**src/rtl/pll_solver_pkg.sv**
```systemverilog
package pll_solver_pkg;

  typedef enum logic [2:0] {
    S_IDLE = 3'd0,
    S_DIV1 = 3'd1,
    S_EVAL = 3'd2,
    S_DIV2 = 3'd3,
    S_FIN  = 3'd4
  } solve_st_e;

  // lockable ratio window, in eighths of a feedback step
  localparam int unsigned RATIO_LO   = 128;
  localparam int unsigned RATIO_HI   = 2040;
  // lowest power-of-two threshold; further thresholds double it
  localparam int unsigned THR_BASE   = 256;
  localparam int          THR_COUNT  = 3;

  // post-divider table; entry 4 is a divide-by-three tap never picked by
  // the threshold count
  function automatic logic [3:0] post_lut(input logic [2:0] code);
    case (code)
      3'd0:    post_lut = 4'd1;
      3'd1:    post_lut = 4'd2;
      3'd2:    post_lut = 4'd4;
      3'd3:    post_lut = 4'd8;
      3'd4:    post_lut = 4'd3;
      default: post_lut = 4'd1;
    endcase
  endfunction

endpackage

```
**src/rtl/pll_rdiv.sv**
```systemverilog
module pll_rdiv #(
  parameter int W = 32
) (
  input  logic         clk,
  input  logic         rst_n,
  input  logic         load,
  input  logic         step,
  input  logic [W-1:0] dividend,
  input  logic [W-1:0] divisor,
  output logic [W-1:0] quo
);

  logic [W-1:0] rem_q, rem_d;
  logic [W-1:0] quo_q, quo_d;
  logic [W-1:0] dvs_q, dvs_d;
  logic [W:0]   trial;

  // one quotient bit per step, most significant first
  always_comb begin
    rem_d = rem_q;
    quo_d = quo_q;
    dvs_d = dvs_q;
    trial = {rem_q, quo_q[W-1]} - {1'b0, dvs_q};
    if (load) begin
      rem_d = '0;
      quo_d = dividend;
      dvs_d = divisor;
    end else if (step) begin
      if (!trial[W]) rem_d = trial[W-1:0];
      else           rem_d = {rem_q[W-2:0], quo_q[W-1]};
      quo_d = {quo_q[W-2:0], ~trial[W]};
    end
  end

  always_ff @(posedge clk or negedge rst_n) begin
    if (!rst_n) begin
      rem_q <= '0;
      quo_q <= '0;
      dvs_q <= '0;
    end else if (load || step) begin
      rem_q <= rem_d;
      quo_q <= quo_d;
      dvs_q <= dvs_d;
    end
  end

  assign quo = quo_q;

endmodule

```
**src/rtl/pll_sel.sv**
```systemverilog
module pll_sel
  import pll_solver_pkg::*;
#(
  parameter int NW = 32
) (
  input  logic [NW-1:0] q,
  output logic          oor,
  output logic [2:0]    code,
  output logic [3:0]    preal,
  output logic [7:0]    fb
);

  logic [14:0] prod;

  always_comb begin
    oor  = (q < NW'(RATIO_LO)) || (q > NW'(RATIO_HI));
    code = 3'd0;
    for (int i = 0; i < THR_COUNT; i++) begin
      if (q < (NW'(THR_BASE) << i)) code = code + 3'd1;
    end
    preal = post_lut(code);
    prod  = 15'(q[10:0]) * 15'(preal);
    if (oor) begin
      code  = 3'd0;
      preal = 4'd0;
      fb    = 8'd0;
    end else begin
      fb    = prod[10:3];
    end
  end

endmodule

```
**src/rtl/pll_scl.sv**
```systemverilog
module pll_scl #(
  parameter int FW    = 32,
  parameter int MW    = 24,
  parameter int STEPS = 2,
  localparam int DW   = $clog2(STEPS + 1)
) (
  input  logic [FW-1:0] freq,
  input  logic [MW-1:0] fmax,
  output logic [DW-1:0] div
);

  logic [FW-1:0] f;

  // unrolled halving; the step bound is the loop bound
  always_comb begin
    f   = freq;
    div = '0;
    for (int i = 0; i < STEPS; i++) begin
      if ((fmax != '0) && (f > FW'(fmax))) begin
        f   = f >> 1;
        div = div + DW'(1);
      end
    end
  end

endmodule

```
**src/rtl/pll_div_solver.sv**
```systemverilog
module pll_div_solver
  import pll_solver_pkg::*;
#(
  parameter int PW    = 16,
  parameter int RW    = 8,
  parameter int MW    = 24,
  parameter int NW    = 32,
  parameter int SCALE = 1000000
) (
  input  logic          clk,
  input  logic          rst_n,
  input  logic          start,
  input  logic [PW-1:0] ref_per,
  input  logic [RW-1:0] ref_div,
  input  logic [PW-1:0] tgt_per,
  input  logic [MW-1:0] scl_max,
  output logic          busy,
  output logic          done,
  output logic          range_err,
  output logic [NW-1:0] ratio,
  output logic [2:0]    post_code,
  output logic [3:0]    post_real,
  output logic [7:0]    fb_div,
  output logic [1:0]    scl_div,
  output logic [7:0]    vclk_ctl
);

  localparam int PRW = PW + RW;
  localparam int CW  = $clog2(NW);
  localparam logic [NW-1:0] NUM_K = NW'(2 * SCALE);

  // reset: asserted asynchronously, released on a clock edge
  logic [1:0] rs_q;
  logic       rst_s;
  always_ff @(posedge clk or negedge rst_n) begin
    if (!rst_n) rs_q <= 2'b00;
    else        rs_q <= {rs_q[0], 1'b1};
  end
  assign rst_s = rs_q[1];

  solve_st_e st_q, st_d;
  logic [CW-1:0]  cnt_q, cnt_d;
  logic [PRW-1:0] prod_in, prod_q;
  logic [MW-1:0]  max_q;
  logic           cap_en, eval_en, fin_en;

  logic           d_load, d_step;
  logic [NW-1:0]  d_dividend, d_divisor, d_quo;

  logic           sel_oor;
  logic [2:0]     sel_code;
  logic [3:0]     sel_real;
  logic [7:0]     sel_fb;

  logic [NW-1:0]  q_q;
  logic           oor_q;
  logic [2:0]     code_q;
  logic [3:0]     real_q;
  logic [NW-1:0]  freq;
  logic [1:0]     scl_w;

  logic           done_q, err_q;
  logic [NW-1:0]  ratio_q;
  logic [2:0]     pcode_q;
  logic [3:0]     preal_q;
  logic [7:0]     fb_q, ctl_q;
  logic [1:0]     scl_q;

  assign prod_in = PRW'(ref_per) * PRW'(ref_div);

  // next-state
  always_comb begin
    st_d       = st_q;
    cnt_d      = cnt_q;
    d_load     = 1'b0;
    d_step     = 1'b0;
    d_dividend = '0;
    d_divisor  = '0;
    cap_en     = 1'b0;
    eval_en    = 1'b0;
    fin_en     = 1'b0;
    case (st_q)
      S_IDLE: begin
        if (start) begin
          d_load     = 1'b1;
          d_dividend = NW'({prod_in, 2'b00});
          d_divisor  = NW'(tgt_per);
          cap_en     = 1'b1;
          cnt_d      = '0;
          st_d       = S_DIV1;
        end
      end
      S_DIV1, S_DIV2: begin
        d_step = 1'b1;
        if (cnt_q == CW'(NW - 1)) begin
          cnt_d = '0;
          st_d  = (st_q == S_DIV1) ? S_EVAL : S_FIN;
        end else begin
          cnt_d = cnt_q + CW'(1);
        end
      end
      S_EVAL: begin
        d_load     = 1'b1;
        d_dividend = NUM_K * NW'(sel_fb);
        d_divisor  = NW'(prod_q);
        eval_en    = 1'b1;
        st_d       = S_DIV2;
      end
      S_FIN: begin
        fin_en = 1'b1;
        st_d   = S_IDLE;
      end
      default: st_d = S_IDLE;
    endcase
  end

  // registers
  always_ff @(posedge clk or negedge rst_s) begin
    if (!rst_s) begin
      st_q  <= S_IDLE;
      cnt_q <= '0;
    end else begin
      st_q  <= st_d;
      cnt_q <= cnt_d;
    end
  end

  always_ff @(posedge clk or negedge rst_s) begin
    if (!rst_s) begin
      prod_q <= '0;
      max_q  <= '0;
    end else if (cap_en) begin
      prod_q <= prod_in;
      max_q  <= scl_max;
    end
  end

  always_ff @(posedge clk or negedge rst_s) begin
    if (!rst_s) begin
      q_q    <= '0;
      oor_q  <= 1'b0;
      code_q <= '0;
      real_q <= '0;
    end else if (eval_en) begin
      q_q    <= d_quo;
      oor_q  <= sel_oor;
      code_q <= sel_code;
      real_q <= sel_real;
    end
  end

  pll_rdiv #(.W(NW)) u_div (
    .clk      (clk),
    .rst_n    (rst_s),
    .load     (d_load),
    .step     (d_step),
    .dividend (d_dividend),
    .divisor  (d_divisor),
    .quo      (d_quo)
  );

  pll_sel #(.NW(NW)) u_sel (
    .q     (d_quo),
    .oor   (sel_oor),
    .code  (sel_code),
    .preal (sel_real),
    .fb    (sel_fb)
  );

  // in-range real values are powers of two, so the second divide is a shift
  assign freq = d_quo >> code_q;

  pll_scl #(.FW(NW), .MW(MW), .STEPS(2)) u_scl (
    .freq (freq),
    .fmax (max_q),
    .div  (scl_w)
  );

  always_ff @(posedge clk or negedge rst_s) begin
    if (!rst_s) begin
      done_q <= 1'b0;
    end else begin
      done_q <= fin_en;
    end
  end

  always_ff @(posedge clk or negedge rst_s) begin
    if (!rst_s) begin
      err_q   <= 1'b0;
      ratio_q <= '0;
      pcode_q <= '0;
      preal_q <= '0;
      fb_q    <= '0;
      scl_q   <= '0;
      ctl_q   <= '0;
    end else if (fin_en) begin
      err_q   <= oor_q;
      ratio_q <= q_q;
      if (oor_q) begin
        pcode_q <= '0;
        preal_q <= '0;
        fb_q    <= '0;
        scl_q   <= '0;
        ctl_q   <= '0;
      end else begin
        pcode_q <= code_q;
        preal_q <= real_q;
        fb_q    <= q_q[10:0] * 11'(real_q) >> 3;
        scl_q   <= scl_w;
        ctl_q   <= {2'b00, scl_w, 4'b0011};
      end
    end
  end

  assign busy      = (st_q != S_IDLE);
  assign done      = done_q;
  assign range_err = err_q;
  assign ratio     = ratio_q;
  assign post_code = pcode_q;
  assign post_real = preal_q;
  assign fb_div    = fb_q;
  assign scl_div   = scl_q;
  assign vclk_ctl  = ctl_q;

  // assertions
  p_done_pulse_r8: assert property (@(posedge clk) disable iff (!rst_s)
    done |=> !done);
  p_idle_at_done_r8: assert property (@(posedge clk) disable iff (!rst_s)
    done |-> !busy);
  p_err_clears_r2: assert property (@(posedge clk) disable iff (!rst_s)
    (done && range_err) |-> (fb_div == 8'd0 && vclk_ctl == 8'd0 && post_real == 4'd0));
  p_ctl_low_r7: assert property (@(posedge clk) disable iff (!rst_s)
    (done && !range_err) |-> (vclk_ctl[1:0] == 2'b11 && vclk_ctl[5:4] == scl_div));
  p_code_span_r3: assert property (@(posedge clk) disable iff (!rst_s)
    (done && !range_err) |-> (post_code <= 3'd3 && $onehot0(post_real)));
  p_hold_r10: assert property (@(posedge clk) disable iff (!rst_s)
    !done |-> ($stable(fb_div) && $stable(ratio) && $stable(vclk_ctl)));

endmodule

```
**config.mk**
```make
export PLATFORM = sky130hd
export DESIGN_NAME = pll_div_solver
export DESIGN_NICKNAME = d
export VERILOG_FILES = /design/src/rtl/pll_solver_pkg.sv /design/src/rtl/pll_rdiv.sv /design/src/rtl/pll_sel.sv /design/src/rtl/pll_scl.sv /design/src/rtl/pll_div_solver.sv
export SDC_FILE = /design/constraint.sdc
export NUM_CORES = 1
export LEC_CHECK = 0
export BUFFER_PORTS_ARGS = -buffer_cell sky130_fd_sc_hd__buf_2
export CAP_MARGIN = 20
export CORE_ASPECT_RATIO = 0.6
export CORE_MARGIN = 5
export CORE_UTILIZATION = 40
export CTS_CLUSTER_DIAMETER = 120
export DETAILED_ROUTE_END_ITERATION = 16
export GPL_ROUTABILITY_DRIVEN = 0
export PLACE_DENSITY_LB_ADDON = 0.12
export SYNTH_ARGS = -nofsm -noshare
export SYNTH_HDL_FRONTEND = slang
export SYNTH_SLANG_ARGS = --single-unit
```
**constraint.sdc**
```tcl
create_clock -name clk -period 6.7 [get_ports clk]
set_input_delay 1.34 -clock clk [delete_from_list [all_inputs] [get_ports clk]]
set_output_delay 1.34 -clock clk [all_outputs]
set_load 0.05 [all_outputs]
```
==> impl_metrics.toml <==
[sta]
finClkSkew_ns = 0.0243
slew_headroom = 0.308
worstMarginPinSlew_ns = 1.04
slew_viol_final = 0
hold_viol_final = 0
finalCriticalPeriod_ns = 8.21
setup_viol = 16
max_freq_mhz = 122
rsz0062_at_grt = "true"
layout_setup_ws_ns = -1.51
setup_tns_ns = -15.01
timing.final.crit_share = 1.23

[yosys]
netlist_top_cells_area = "dfrtp_1 (29%), fa_1 (12%), ha_1 (12%), nand2_1 (9.0%), inv_1 (4.4%)"
ys_async_sr_fraction = 1.00
synth_top_area_frac = 0.285
synth_top_area_cell = "dfrtp_1"
yosysWarnings = 0
synth.avg_cell_area_um2 = 8.84
ys_top_cells_by_count = "nand2_1 (501), inv_1 (245), dfrtp_1 (238), ha_1 (195), o21ai_0 (132)"
synth-seq-area-share = 0.285
synthDistinctLibCells = 86
synth_most_common_cell = "nand2_1"
postSynthCellCount = 2360
ys_dominant_reg_cell = "dfrtp_1"
syn_area_um2 = 20900
synth_edf_count = 0
synth-seq-cells = 238

[drt]
dr.pass1.iters = 5
routed_wl_um = 59300
viasPerCell = 5.30
dr_total_vias = 17385
drt-initial-drc-count = 1143
route.detailed.drc = 0
antenna_left = 0
routedWlPerCell_um = 18.1

[critical_path]
rr_startpoint = "u_div.quo[18]$_DFFE_PN0P_"
cp-start-kind = "flip-flop"
r2r_slack_ns = -1.51
crit_type = "flip-flop to flip-flop"
crit_path_end_kind = "flip-flop"
cp_data_required_time_ns = 7.09
crit_buf_inv = 5
crit_slowest_cell = "fa_2"
r2r-end = "u_div.quo[27]$_DFFE_PN0P_"
path_delay_family = "adder cells"
critical_path_arrival_ns = 8.60
worstPathMaxFanout = 6
critPathMaxStageDelay_ns = 0.61
r2r_cells = 37

[grt]
track_usage = 0.206
grt_max_degree = 127
grt_pass1_wl_um = 96800
grt.overflow.total = 0
grt_antenna_before_repair = 1
first_global_vias = 17545

[finish]
drive_gt1_frac = 0.181
area_growth_pct = 18.1
num-fill-cells = 4952
final_net_count = 2958
fin_util = 0.481
diodes = 0

[floorplanning]
design.core.area_um2 = 51200
initial_core_util = 0.407
die_h_um = 187
ios = 127
dieArea_um2 = 57000
die_x_um = 305
rows = 64

[clocking]
cts.sinks = 238
hold_buffers = 0
cts_made_buffers = 26
ctsLongestPathBuffers = 3
htreeDepth = 1
cts.clk_slew.worst_paths_ns = 0.07
clock_latency_ns = 0.56
clockRootBuffer = "clkbuf_16"
cts_tree = "done"

[run_status]
status = "complete, but fails checks"
violations = "setup timing"

[power]
p_per_area_nw_per_um2 = 380
p_total_w = 0.00936
ir_drop_mv = 0.248
leakagePower_nw = 12.4

[flow_run]
cap_violations = 0

[placement]
port_buffers = 122
hpwl_um = 45600

[min_path]
hold_path_class = "flip-flop to async pin"
where the power goes:
| part | switching [W] | total, W | internal (W) |
|---|---|---|---|
| combinational | 0.00313 | 0.00552 | 0.00239 |
| sequential | 0.000432 | 0.00240 | 0.00197 |
| clock | 0.000631 | 0.00144 | 0.000809 |
| total | 0.00419 | 0.00936 | 0.00517 |
worst max-delay path by stage:
stage                           endpoint  cells after the start                 startpoint
2_1_floorplan  u_div.quo[27]$_DFFE_PN0P_                     37  u_div.quo[14]$_DFFE_PN0P_
3_3_place_gp   u_div.quo[27]$_DFFE_PN0P_                     37  u_div.quo[14]$_DFFE_PN0P_
3_5_place_dp   u_div.quo[27]$_DFFE_PN0P_                     37  u_div.quo[14]$_DFFE_PN0P_
4_1_cts        u_div.quo[27]$_DFFE_PN0P_                     36  u_div.quo[18]$_DFFE_PN0P_
5_1_grt        u_div.quo[27]$_DFFE_PN0P_                     37  u_div.quo[18]$_DFFE_PN0P_
6_report       u_div.quo[27]$_DFFE_PN0P_                     37  u_div.quo[18]$_DFFE_PN0P_
cells by family after synthesis:
kind of cell	after synthesis	share of synthesized area
mux	109	0.0629
compound gates	415	0.127
other cells	2	0.000360
xor+xnor	79	0.0335
buf+inv	359	0.0676
simple gates	833	0.182
flops	238	0.285
fa+ha+maj	325	0.242
registers in the layout (all words and copies together) (netlist names):
register	count
prod_q	24
real_q	4
post_code	3
done	1
u_div.dvs_q	24
cnt_q	5
vclk_ctl	2
range_err	1
ratio	32
st_q	3
scl_div	1
fb_div	8
oor_q	1
max_q	24
rs_q	2
u_div.rem_q	32
q_q	32
u_div.quo	32
post_real	4
code_q	3
worst reg2reg max path: cells and delay by family (launching register included):
| kind | cells | cell delay (ns) |
|---|---|---|
| AO/OA/AOI/OAI | 8 | 1.08 |
| flip-flops | 1 | 0.39 |
| AND/OR/NAND/NOR | 12 | 2.21 |
| adder cells (fa/ha/maj) | 9 | 3.33 |
| XOR/XNOR | 2 | 0.29 |
| multiplexers | 1 | 0.33 |
| buffers and inverters | 5 | 0.43 |
per-layer routing:
metal | GRT usage | routed length [um] | up-vias | part of all wire
met3 | 0.0447 | 4150 | 70 | 0.070
met5 | 0 | 0 | - | 0
met4 | 0.0379 | 1020 | 0 | 0.017
met2 | 0.298 | 24200 | 436 | 0.41
li1 | - | - | 8264 | -
met1 | 0.320 | 30000 | 8615 | 0.51
layout by cell type (no fill, tap or decap), types with 22 or more instances in the layout:
master | netlist | layout
nand2_1 | 501 | 498
inv_1 | 245 | 239
dfrtp_1 | 238 | 236
ha_1 | 195 | 173
buf_4 | 9 | 153
fa_1 | 130 | 124
buf_2 | 8 | 122
o21ai_0 | 132 | 121
mux2i_1 | 85 | 85
and2_1 | 85 | 77
nor2_1 | 74 | 69
a21oi_1 | 73 | 65
a21o_1 | 49 | 49
xnor2_1 | 50 | 43
clkbuf_16 | 0 | 27
xor2_1 | 28 | 25
nor2b_1 | 30 | 24
nand2b_1 | 26 | 23
o21ai_1 | 14 | 23
nand4_1 | 22 | 22
area by class of cell:
type                    count  area (um^2)  share of cell area
clock buffers              39          781              0.0317
clock inverters             9         62.6             0.00254
multi-input cells        1766        14100               0.573
flip-flops and latches    238         5960               0.242
repair buffers            288         1930              0.0785
well taps                 693          867              0.0352
inverters                 246          923              0.0375
what timing repair did:
item / CTS / global route
resized for setup: 69 / 11
pin swaps: 38 / 14
gates cloned: 0 / 0
setup endpoints to repair: 17 / 18
endpoints found under the hold margin: 0 / 0
buffers inserted: 15 / 8
through the flow:
stage	worst slack [ns]	hold WS [ns]	area, um^2	instances
final	-1.51	0.315	24600	3279
after floorplan	-1.37	0.331	21100	2363
after global routing	-1.84	0.369	24600	3279
after global placement	-1.74	0.322	23200	3207
after detailed placement	-1.81	0.327	23200	3207
after CTS	-1.48	0.334	24500	3269
Note: power is estimated with default switching activity, not from simulation.
